`src/rtl/idx_strobe_pkg.sv`:
```
package idx_strobe_pkg;
  localparam int SEL_W  = 8;
  localparam int LOW_W  = 3;
  localparam int HI_W   = SEL_W - LOW_W;
  localparam int GRP_SZ = 1 << LOW_W;
endpackage

```
`src/rtl/idx_sel_reg.sv`:
```
module idx_sel_reg #(
  parameter int W = 8
) (
  input  logic         rst_ni,
  input  logic         load_ni,
  input  logic [W-1:0] d_i,
  output logic [W-1:0] q_o
);
  // load on falling edge of active-low strobe (rising edge of its inverse)
  always_ff @(negedge load_ni or negedge rst_ni) begin
    if (!rst_ni) q_o <= '0;
    else         q_o <= d_i;
  end
endmodule

```
`src/rtl/idx_onehot_dec.sv`:
```
module idx_onehot_dec #(
  parameter int CW  = 3,
  parameter int OUT = 8
) (
  input  logic          en_i,
  input  logic [CW-1:0] code_i,
  output logic [OUT-1:0] sel_no
);
  always_comb begin
    for (int i = 0; i < OUT; i++) begin
      sel_no[i] = !(en_i && (code_i == CW'(i)));
    end
  end
endmodule

```
`src/rtl/idx_strobe_top.sv`:
```
module idx_strobe_top
  import idx_strobe_pkg::*;
#(
  parameter int             NUM_WGRP = 3,
  parameter int             RD_NUM   = 5,
  parameter logic [HI_W-1:0] WBASE   = 5'b11100,
  parameter logic [HI_W-1:0] RBASE   = 5'b11100,
  localparam int            WSTB_W   = NUM_WGRP * GRP_SZ
) (
  input  logic              rst_ni,
  input  logic              idx_wr_ni,
  input  logic              rd_ni,
  input  logic              wr_ni,
  input  logic [SEL_W-1:0]  data_i,
  output logic [WSTB_W-1:0] wstb_no,
  output logic [RD_NUM-1:0] rstb_no
);
  logic [SEL_W-1:0] sel_q;
  logic [HI_W-1:0]  sel_hi;
  logic [LOW_W-1:0] sel_lo;
  logic             wr_go, rd_go;

  idx_sel_reg #(.W(SEL_W)) u_sel (
    .rst_ni (rst_ni),
    .load_ni(idx_wr_ni),
    .d_i    (data_i),
    .q_o    (sel_q)
  );

  assign sel_hi = sel_q[SEL_W-1:LOW_W];
  assign sel_lo = sel_q[LOW_W-1:0];

  // simultaneous read and write cancel each other
  assign wr_go = rst_ni && !wr_ni && rd_ni;
  assign rd_go = rst_ni && !rd_ni && wr_ni;

  for (genvar g = 0; g < NUM_WGRP; g++) begin : g_wgrp
    localparam logic [HI_W-1:0] GID = HI_W'(int'(WBASE) + g);
    logic grp_en;
    assign grp_en = wr_go && (sel_hi == GID);
    idx_onehot_dec #(.CW(LOW_W), .OUT(GRP_SZ)) u_dec (
      .en_i  (grp_en),
      .code_i(sel_lo),
      .sel_no(wstb_no[g*GRP_SZ +: GRP_SZ])
    );
  end

  logic rd_en;
  assign rd_en = rd_go && (sel_hi == RBASE);

  idx_onehot_dec #(.CW(LOW_W), .OUT(RD_NUM)) u_rdec (
    .en_i  (rd_en),
    .code_i(sel_lo),
    .sel_no(rstb_no)
  );

  always_comb begin

    one_strobe_chk: assert ($countones(~{wstb_no, rstb_no}) <= 1)
      else $error("more than one strobe low");

    if (!rst_ni) begin
      rst_quiet_chk: assert (&{wstb_no, rstb_no})
        else $error("strobe during reset");
    end

    if (!rd_ni && !wr_ni) begin
      clash_quiet_chk: assert (&{wstb_no, rstb_no})
        else $error("strobe on read/write clash");
    end

    if (rd_ni && wr_ni) begin
      idle_quiet_chk: assert (&{wstb_no, rstb_no})
        else $error("strobe with no access");
    end

    if (!rd_ni) begin
      rd_no_wstb_chk: assert (&wstb_no)
        else $error("write strobe on read");
    end
  end
endmodule

```
`config.mk`:
```
export PLATFORM = sky130hd
export DESIGN_NAME = idx_strobe_top
export DESIGN_NICKNAME = d
export VERILOG_FILES = /design/src/rtl/idx_strobe_pkg.sv /design/src/rtl/idx_sel_reg.sv /design/src/rtl/idx_onehot_dec.sv /design/src/rtl/idx_strobe_top.sv
export SDC_FILE = /design/constraint.sdc
export NUM_CORES = 1
export LEC_CHECK = 0
export BUFFER_PORTS_ARGS = -buffer_cell sky130_fd_sc_hd__buf_2
export CAP_MARGIN = 0
export CORE_UTILIZATION = 37
export DETAILED_ROUTE_END_ITERATION = 16
export PLACE_DENSITY = 0.77
export SYNTH_ARGS = -nofsm -noshare
export SYNTH_HDL_FRONTEND = slang
export SYNTH_SLANG_ARGS = --single-unit
```
`constraint.sdc`:
```
create_clock -name idx_wr_ni -period 1.43 [get_ports idx_wr_ni]
set_input_delay 0.2145 -clock idx_wr_ni [delete_from_list [all_inputs] [get_ports idx_wr_ni]]
set_output_delay 0.2145 -clock idx_wr_ni [all_outputs]
set_load 0.01 [all_outputs]
```
==> flow_summary.yaml, run 1 <==
yosys:
  syn_avg_cell_area_sq_um: 9.116
  netlist_area_sq_um: 510.5
  syn_inst: 56
  postSynthRegisterBits: 8
  netlist.area_leader.share: 0.3922
  synth_top_cell_by_area: "dfrtn_1"
  async_reset_ff_frac: 1.000
  yosysUniqueCellTypes: 14
  yosysMostFrequentCell: "nand3_1"
  synth.area.top_cells: "dfrtn_1 39%, nand3_1 28%, nor3b_2 7.4%, and3b_1 5.1%, and4b_1 3.9%"
  synth_common_cells: "29 x nand3_1, 8 x dfrtn_1, 3 x and3b_1, 3 x nor3b_2"
  synth-main-ff-cell: "dfrtn_1"
  yosys_warnings: 0
  synth-seq-area-share: 0.3922
  synth_fp_nets: 68
  synth-edff-count: 0
clock_network:
  hold_buffers: 0
  cts_buffer_depth: 2
  htree_num_levels: 1
  cts_tree: "done"
  clock_sinks: 8
  cts_root_buf: "clkbuf_4"
  cts_buffers: 3
  path_clk_slew_ns: 0.04
floorplan:
  fp.coreArea_sq_um: 1285
  io_pins: 41
  rows: 13
  initial_utilization: 0.3973
  die_area_sq_um: 1532
  die_h_um: 39.15
  die_x_um: 39.15
placement:
  hpwl_mm: 1.014
  dp_cells: 114
  numPortBuffers: 40
  place_congestion: 0.6601
  place_ws_ns: -0.6003
detailed_routing:
  vias: 630
  dr.pass1.iters: 4
  drtIter0Drc: 15
  drc: 0
  wire_per_inst_um: 13.01
  via_per_inst: 5.294
  ant_nets: 0
  drt_wl_total_mm: 1.548
worst_setup_path:
  cp.arrival_ns: 2.11
  cp_slowest_stage_delay_ns: 0.58
  slowest_stage: "dfrtn_1"
  path_cells: "nor3b_4 -> nand3_1 -> buf_2"
  crit_buf_inv: 1
  cp.depth: 3
  crit_path_end_kind: "output pin"
  worstSetupPathType: "reg2out"
  critPathRequiredTime_ns: 1.22
  cp_max_fo: 8
  crit_family: "flip-flops"
  start_kind: "flop"
sta:
  worst_slew_pin_slew_ns: 0.3124
  setup_violations: 29
  hold_viol_final: 0
  maxSlewHeadroom: 0.7908
  fin_ws_ns: -0.8920
  maxSlewViolCount: 0
  rsz0062_at_grt: "true"
  setup_tns_ns: -24.67
layout:
  largest_reg_flops: 8
  fin_cells: 119
  final_net_count: 118
  largest_register: "u_sel.q_o"
  multi_input_area_sq_um: 382.9
  area_growth_pct: 103.4
  final-seq-area_sq_um: 200.2
  layout-drive-gt1-share: 0.7308
  antenna_cells: 0
  nFillCells: 81
  reg_top3: "u_sel.q_o x8"
global_route:
  grt.total_usage: 0.1721
  grt_pass1_wl_mm: 1.725
  grt_overflow: 0
  antenna_found_initial: 0
  grt_max_degree: 22
  grt_pass1_vias: 427
outcome:
  status: "finished with violations"
  violations: "negative setup slack"
power:
  powerDensity_nw_per_um2: 489.2
  leakage_nw: 0.4048
  ir_drop_mv: 0.4705
min_path:
  hold_class: "in2async"
job:
  drv_cap: 0
[cell usage in the layout, fill, tap and decap left out, drive strengths merged]
master / instances
and4: 1
and4b: 2
clkbuf: 4
buf: 50
nor3: 1
dfrtn: 8
nand3: 29
and4bb: 2
nor3b: 3
and3: 1
and3b: 3
[area by class of cell]
type | instances | area share
repair buffers | 51 | 0.3988
multi-input cells | 42 | 0.3687
flip-flops and latches | 8 | 0.1928
clock buffers | 3 | 0.02169
well taps | 15 | 0.01807
[cells by family after synthesis]
family / share of synthesized area
buffers and inverters: 0.07109
flip-flops: 0.3922
AND/OR/NAND/NOR: 0.5368
[power by group]
part / switching (W) / internal [W] / total [W]
logic: 0.0000466 / 0.0000490 / 0.0000957
registers: 0.0000118 / 0.000240 / 0.000252
clock network: 0.0000648 / 0.0000952 / 0.000160
total: 0.000123 / 0.000385 / 0.000508
[routing by layer]
metal,global-route usage,share of wire,vias up
met5,0,0,-
met4,0.1121,0,0
met3,0.04624,0.051,0
met2,0.3083,0.60,29
met1,0.1703,0.35,296
li1,-,-,305
[repair_timing]
| action | in CTS | in global routing |
|---|---|---|
| cloned | 0 | 2 |
| pin swaps | 8 | 10 |
| buffers inserted | 0 | 1 |
| endpoints found under the setup margin | 29 | 29 |
| gates resized for setup | 13 | 14 |
[how the worst max path moves through the flow]
| stage | from | end | slack (ns) |
|---|---|---|---|
| floorplan | u_sel.q_o[4] | wstb_no[11] | -0.43 |
| global placement | u_sel.q_o[0] | rstb_no[1] | -0.55 |
| detailed placement | u_sel.q_o[2] | rstb_no[4] | -0.60 |
| CTS | u_sel.q_o[2] | rstb_no[0] | -0.84 |
| global route | u_sel.q_o[2] | rstb_no[0] | -0.95 |
| finish | u_sel.q_o[2] | rstb_no[4] | -0.89 |
[metrics by stage]
step	total power [W]	hold WS (ns)	instance area [sq um]	util
floorplan	0.0002924	0.5253	579.3	-
global placement	0.0003282	0.7552	837.1	0.6514
detailed placement	0.0003318	0.7608	837.1	0.6514
CTS	0.0005014	0.4836	927.1	0.7215
global route	0.0005366	0.5013	1039	0.8082
finish	0.0005080	0.4874	1039	0.8082
(Power assumes the default switching activity.)
==> run 2, diff against run 1 <==
Settings changed: ABC_AREA from default to 1, PLACE_DENSITY 0.77 to 0.76.
==> flow_summary.yaml, run 2 <==
outcome:
  status: "finished with violations"
  violations: "negative setup slack"
worst_setup_path:
  crit_family: "flip-flops"
  crit_path_end_kind: "output pin"
  critPathRequiredTime_ns: 1.22
  critPathLaunch: "u_sel.q_o[1]"
  cp_max_fo: 5
  cp_slowest_stage_delay_ns: 0.41
  path_cells: "buf_6 -> nor3_4 -> nand3_1 -> buf_2"
  worstSetupPathType: "reg2out"
  start_kind: "flop"
  slowest_stage: "dfrtn_1"
  crit_buf_inv: 2
  cp.arrival_ns: 2.05
global_route:
  grt_pass1_vias: 463
  antenna_found_initial: 0
  grt_max_degree: 16
  grt.total_usage: 0.1943
  grt_pass1_wl_mm: 1.918
  grt_overflow: 0
clock_network:
  cts_root_buf: "clkbuf_4"
  path_clk_slew_ns: 0.04
  hold_buffers: 0
  htree_num_levels: 1
  cts_buffer_depth: 2
  cts_buffers: 3
  clock_sinks: 8
  cts_tree: "done"
layout:
  area_growth_pct: 100.7
  final_common_cell: "buf_2"
  fin_cells: 135
  design_area_sq_um: 1045
  final_net_count: 134
  final_cell_mix: "31 x buf_2, 19 x nand3_1, 12 x buf_6"
  nFillCells: 88
  largest_register: "u_sel.q_o"
  final-seq-area_sq_um: 200.2
  antenna_cells: 0
  reg_top3: "u_sel.q_o x8"
  largest_reg_flops: 8
  multi_input_area_sq_um: 396.6
  layout-drive-gt1-share: 0.7000
detailed_routing:
  wl_met3_um: 97
  dr.pass1.iters: 2
  wire_per_inst_um: 12.86
  drt-met1-wl_um: 611
  vias: 684
  top_layer_used: "met4"
  drt_wl_total_mm: 1.736
  drtIter0Drc: 12
  ant_nets: 0
  drc: 0
  via_per_inst: 5.067
  routed-wl-met2_mm: 1.005
yosys:
  synth-edff-count: 0
  synth_fp_nets: 81
  syn_inst: 69
  yosysUniqueCellTypes: 13
  synth_common_cells: "30 x nand3_1, 8 x dfrtn_1, 7 x inv_1, 7 x nand2_1, 6 x nor2_1"
  postSynthRegisterBits: 8
  async_reset_ff_frac: 1.000
  synth.area.top_cells: "dfrtn_1 38%, nand3_1 29%, inv_1 5.0%, nand2_1 5.0%, nor2_2 4.8%"
  yosys_warnings: 0
  yosysMostFrequentCell: "nand3_1"
  syn_avg_cell_area_sq_um: 7.543
  netlist.area_leader.share: 0.3846
  synth_top_cell_by_area: "dfrtn_1"
  netlist_area_sq_um: 520.5
  synth-main-ff-cell: "dfrtn_1"
  synth-seq-area-share: 0.3846
sta:
  setup_violations: 29
  rsz0062_at_grt: "true"
  worst_slew_pin_slew_ns: 0.3690
  hold_viol_final: 0
  maxSlewHeadroom: 0.7526
  maxSlewViolCount: 0
  fin_ws_ns: -0.8369
  holdWs_ns: 0.4920
power:
  share_comb_of_total_power: 0.218
  ir_drop_mv: 0.5274
  powerDensity_nw_per_um2: 505.7
  p_seq_frac: 0.480
  pwr-share-clk: 0.302
  power.internal_w: 0.0003814
  switching_share: 0.2783
  leakage_nw: 0.4042
  p_switching_w: 0.0001470
job:
  drv_cap: 0
placement:
  dpl-instance-area_sq_um: 805.8
  hpwl_mm: 1.087
  place_congestion: 0.7168
  numPortBuffers: 40
  dp_cells: 128
floorplan:
  die_area_sq_um: 1561
  io_pins: 41
  initial_utilization: 0.4000
  die_h_um: 39.51
  fp.coreArea_sq_um: 1301
  rows: 13
  die_x_um: 39.51
min_path:
  hold_class: "in2async"
-- run 2: power by group through the flow --
stage                     Combinational [W]  Sequential, W  Clock, W
after floorplan                   0.0000443       0.000254         0
after global placement            0.0000789       0.000253         0
after detailed placement          0.0000815       0.000254         0
after CTS                         0.0000971       0.000252  0.000168
after global routing               0.000123       0.000255  0.000184
final                              0.000115       0.000254  0.000160
-- run 2: worst max-delay path by stage --
stage                  endpoint  slack, ns  cells past startpoint
finish               wstb_no[4]      -0.84                      4
floorplan           wstb_no[23]      -0.39                      3
detailed placement  wstb_no[10]      -0.56                      4
global placement     rstb_no[2]      -0.54                      4
CTS                 wstb_no[12]      -0.80                      4
global route        wstb_no[10]      -0.91                      4
-- run 2: stage by stage --
stage	TNS, ns	utilization	setup slack [ns]	power (W)
floorplan	-10.88	-	-0.3901	0.0002985
global placement	-14.61	0.6192	-0.5370	0.0003318
detailed placement	-15.50	0.6192	-0.5607	0.0003356
CTS	-22.46	0.6942	-0.7980	0.0005172
global route	-25.36	0.8029	-0.9130	0.0005620
finish	-23.10	0.8029	-0.8369	0.0005284
-- run 2: routing by layer --
metal  global-route usage  vias to the layer above
li1                     -                      337
met1               0.1873                      308
met2               0.3648                       37
met3              0.03409                        2
met4               0.1293                        0
met5                    0                        -
-- run 2: logic make-up after synthesis --
logic type	after synthesis	synth area share
buffers and inverters	10	0.09376
and+or+nand+nor	51	0.5216
DFF	8	0.3846
-- run 2: timing repair --
| item | CTS | global route |
|---|---|---|
| setup endpoints to repair | 29 | 29 |
| resized for setup | 15 | 23 |
| pin swaps | 6 | 18 |
| gates cloned | 1 | 1 |
| setup buffers | 1 | 1 |
-- run 2: cell type report --
type	instances	area share
Timing Repair inverter	1	0.005988
Tap cell	15	0.01796
Sequential cell	8	0.1916
Clock buffer	3	0.02156
Timing Repair Buffer	49	0.3497
Inverter	8	0.03353
Multi-Input combinational cell	51	0.3796
==> run 3, diff against run 2 <==
Settings changed: TNS_END_PERCENT from default to 5.
==> flow_summary.yaml, run 3 (synthesis gave the netlist of run 2 again) <==
layout:
  largest_reg_flops: 8
  area_growth_pct: 61.06
  layout-drive-gt1-share: 0.5826
  largest_register: "u_sel.q_o"
  final_cell_mix: "40 x buf_2, 30 x nand3_1, 8 x dfrtn_1"
  design_area_sq_um: 838.3
  reg_top3: "u_sel.q_o x8"
  final_net_count: 129
  multi_input_area_sq_um: 314.1
  final_common_cell: "buf_2"
  nFillCells: 135
  fin_cells: 130
  antenna_cells: 0
  final_util: 0.6442
  final-seq-area_sq_um: 200.2
placement:
  numPortBuffers: 40
  hpwl_mm: 1.051
  dpl-instance-area_sq_um: 765.7
  dp_cells: 126
  place_congestion: 0.6544
outcome:
  status: "finished with violations"
  violations: "negative setup slack"
worst_setup_path:
  cp.arrival_ns: 2.02
  path_cells: "nand2_2 -> nor2_2 -> nand3_1 -> buf_2"
  crit_path_end_kind: "output pin"
  start_kind: "flop"
  slowest_stage: "dfrtn_1"
  critPathRequiredTime_ns: 1.22
  cp_slowest_stage_delay_ns: 0.54
  cp_max_fo: 5
  worstSetupPathType: "reg2out"
floorplan:
  die_area_sq_um: 1561
  initial_utilization: 0.4000
  io_pins: 41
  fp.coreArea_sq_um: 1301
  die_h_um: 39.51
  rows: 13
  die_x_um: 39.51
sta:
  hold_viol_final: 0
  fin_ws_ns: -0.8049
  maxSlewViolCount: 0
  holdWs_ns: 0.4958
  setup_violations: 29
  rsz0062_at_grt: "true"
  worst_slew_pin_slew_ns: 0.3188
  maxSlewHeadroom: 0.7867
detailed_routing:
  vias: 613
  via_per_inst: 4.715
  drt_wl_total_mm: 1.248
  drc: 0
  ant_nets: 0
  wire_per_inst_um: 9.600
  dr.pass1.iters: 4
  drtIter0Drc: 6
global_route:
  grt_pass1_wl_mm: 1.711
  use_met3: 0.03977
  grt_max_degree: 17
  met1_usage: 0.1860
  grt.total_usage: 0.1724
  antenna_found_initial: 0
  grt_overflow: 0
  grt_util_met2: 0.2869
  grt.busiest_layer: "met2"
  grt_pass1_vias: 433
clock_network:
  cts_root_buf: "clkbuf_4"
  path_clk_slew_ns: 0.04
  cts_buffers: 3
  hold_buffers: 0
  cts_tree: "done"
  cts_buffer_depth: 2
  htree_num_levels: 1
  clock_sinks: 8
power:
  ir_drop_mv: 0.4216
  leakage_nw: 0.3342
  powerDensity_nw_per_um2: 591.8
job:
  drv_cap: 0
min_path:
  hold_class: "in2async"
==> run 3: cell types whose count changed in the layout (fill, tap and decap cells not counted), sizes merged <==
cell / previous run / this run
buf: 48 / 45
clkbuf: 4 / 3
inv: 9 / 8
==> run 3: per-layer routing <==
| layer | up-vias | wire (um) |
|---|---|---|
| met5 | - | 0 |
| met4 | 0 | 0 |
| met3 | 0 | 88 |
| met2 | 31 | 633 |
| met1 | 257 | 526 |
| li1 | 325 | - |
==> run 3: how the worst max path moves through the flow <==
stage	start	end	slack, ns
3_5_place_dp	u_sel.q_o[7]	rstb_no[4]	-0.57
3_3_place_gp	u_sel.q_o[1]	wstb_no[15]	-0.53
6_report	u_sel.q_o[1]	wstb_no[23]	-0.80
5_1_grt	u_sel.q_o[2]	wstb_no[4]	-0.89
4_1_cts	u_sel.q_o[1]	wstb_no[15]	-0.80
2_1_floorplan	u_sel.q_o[2]	wstb_no[23]	-0.39
==> run 3: power by group <==
part           switching [W]  internal, W
clock              0.0000622    0.0000950
sequential         0.0000110     0.000241
combinational      0.0000536    0.0000336
total               0.000127     0.000369
==> run 3: timing repair <==
item | 4_1_cts | 5_1_grt
setup endpoints to repair | 29 | 29
resized for setup | 13 | 0
pin swaps | 7 | 3
buffers inserted | 1 | 0
==> run 3: cell type report <==
class,instances,share of cell area
clock buffers,3,0.02687
inverters,8,0.03881
multi-input cells,51,0.3746
flip-flops and latches,8,0.2388
well taps,15,0.02239
repair buffers,45,0.2985
==> run 3: stage by stage <==
stage | total power, W | setup WS [ns] | setup TNS [ns]
global route | 0.0005367 | -0.8902 | -24.92
finish | 0.0004961 | -0.8049 | -22.33
detailed placement | 0.0003288 | -0.5673 | -15.17
global placement | 0.0003257 | -0.5308 | -14.42
floorplan | 0.0002938 | -0.3908 | -10.78
CTS | 0.0005053 | -0.8026 | -22.44
==> run 3: critical path, delay by kind of cell (launching register included) <==
kind | cells | cell delay, ns
buffers and inverters | 1 | 0.15
flip-flops | 1 | 0.54
AND/OR/NAND/NOR | 3 | 0.36
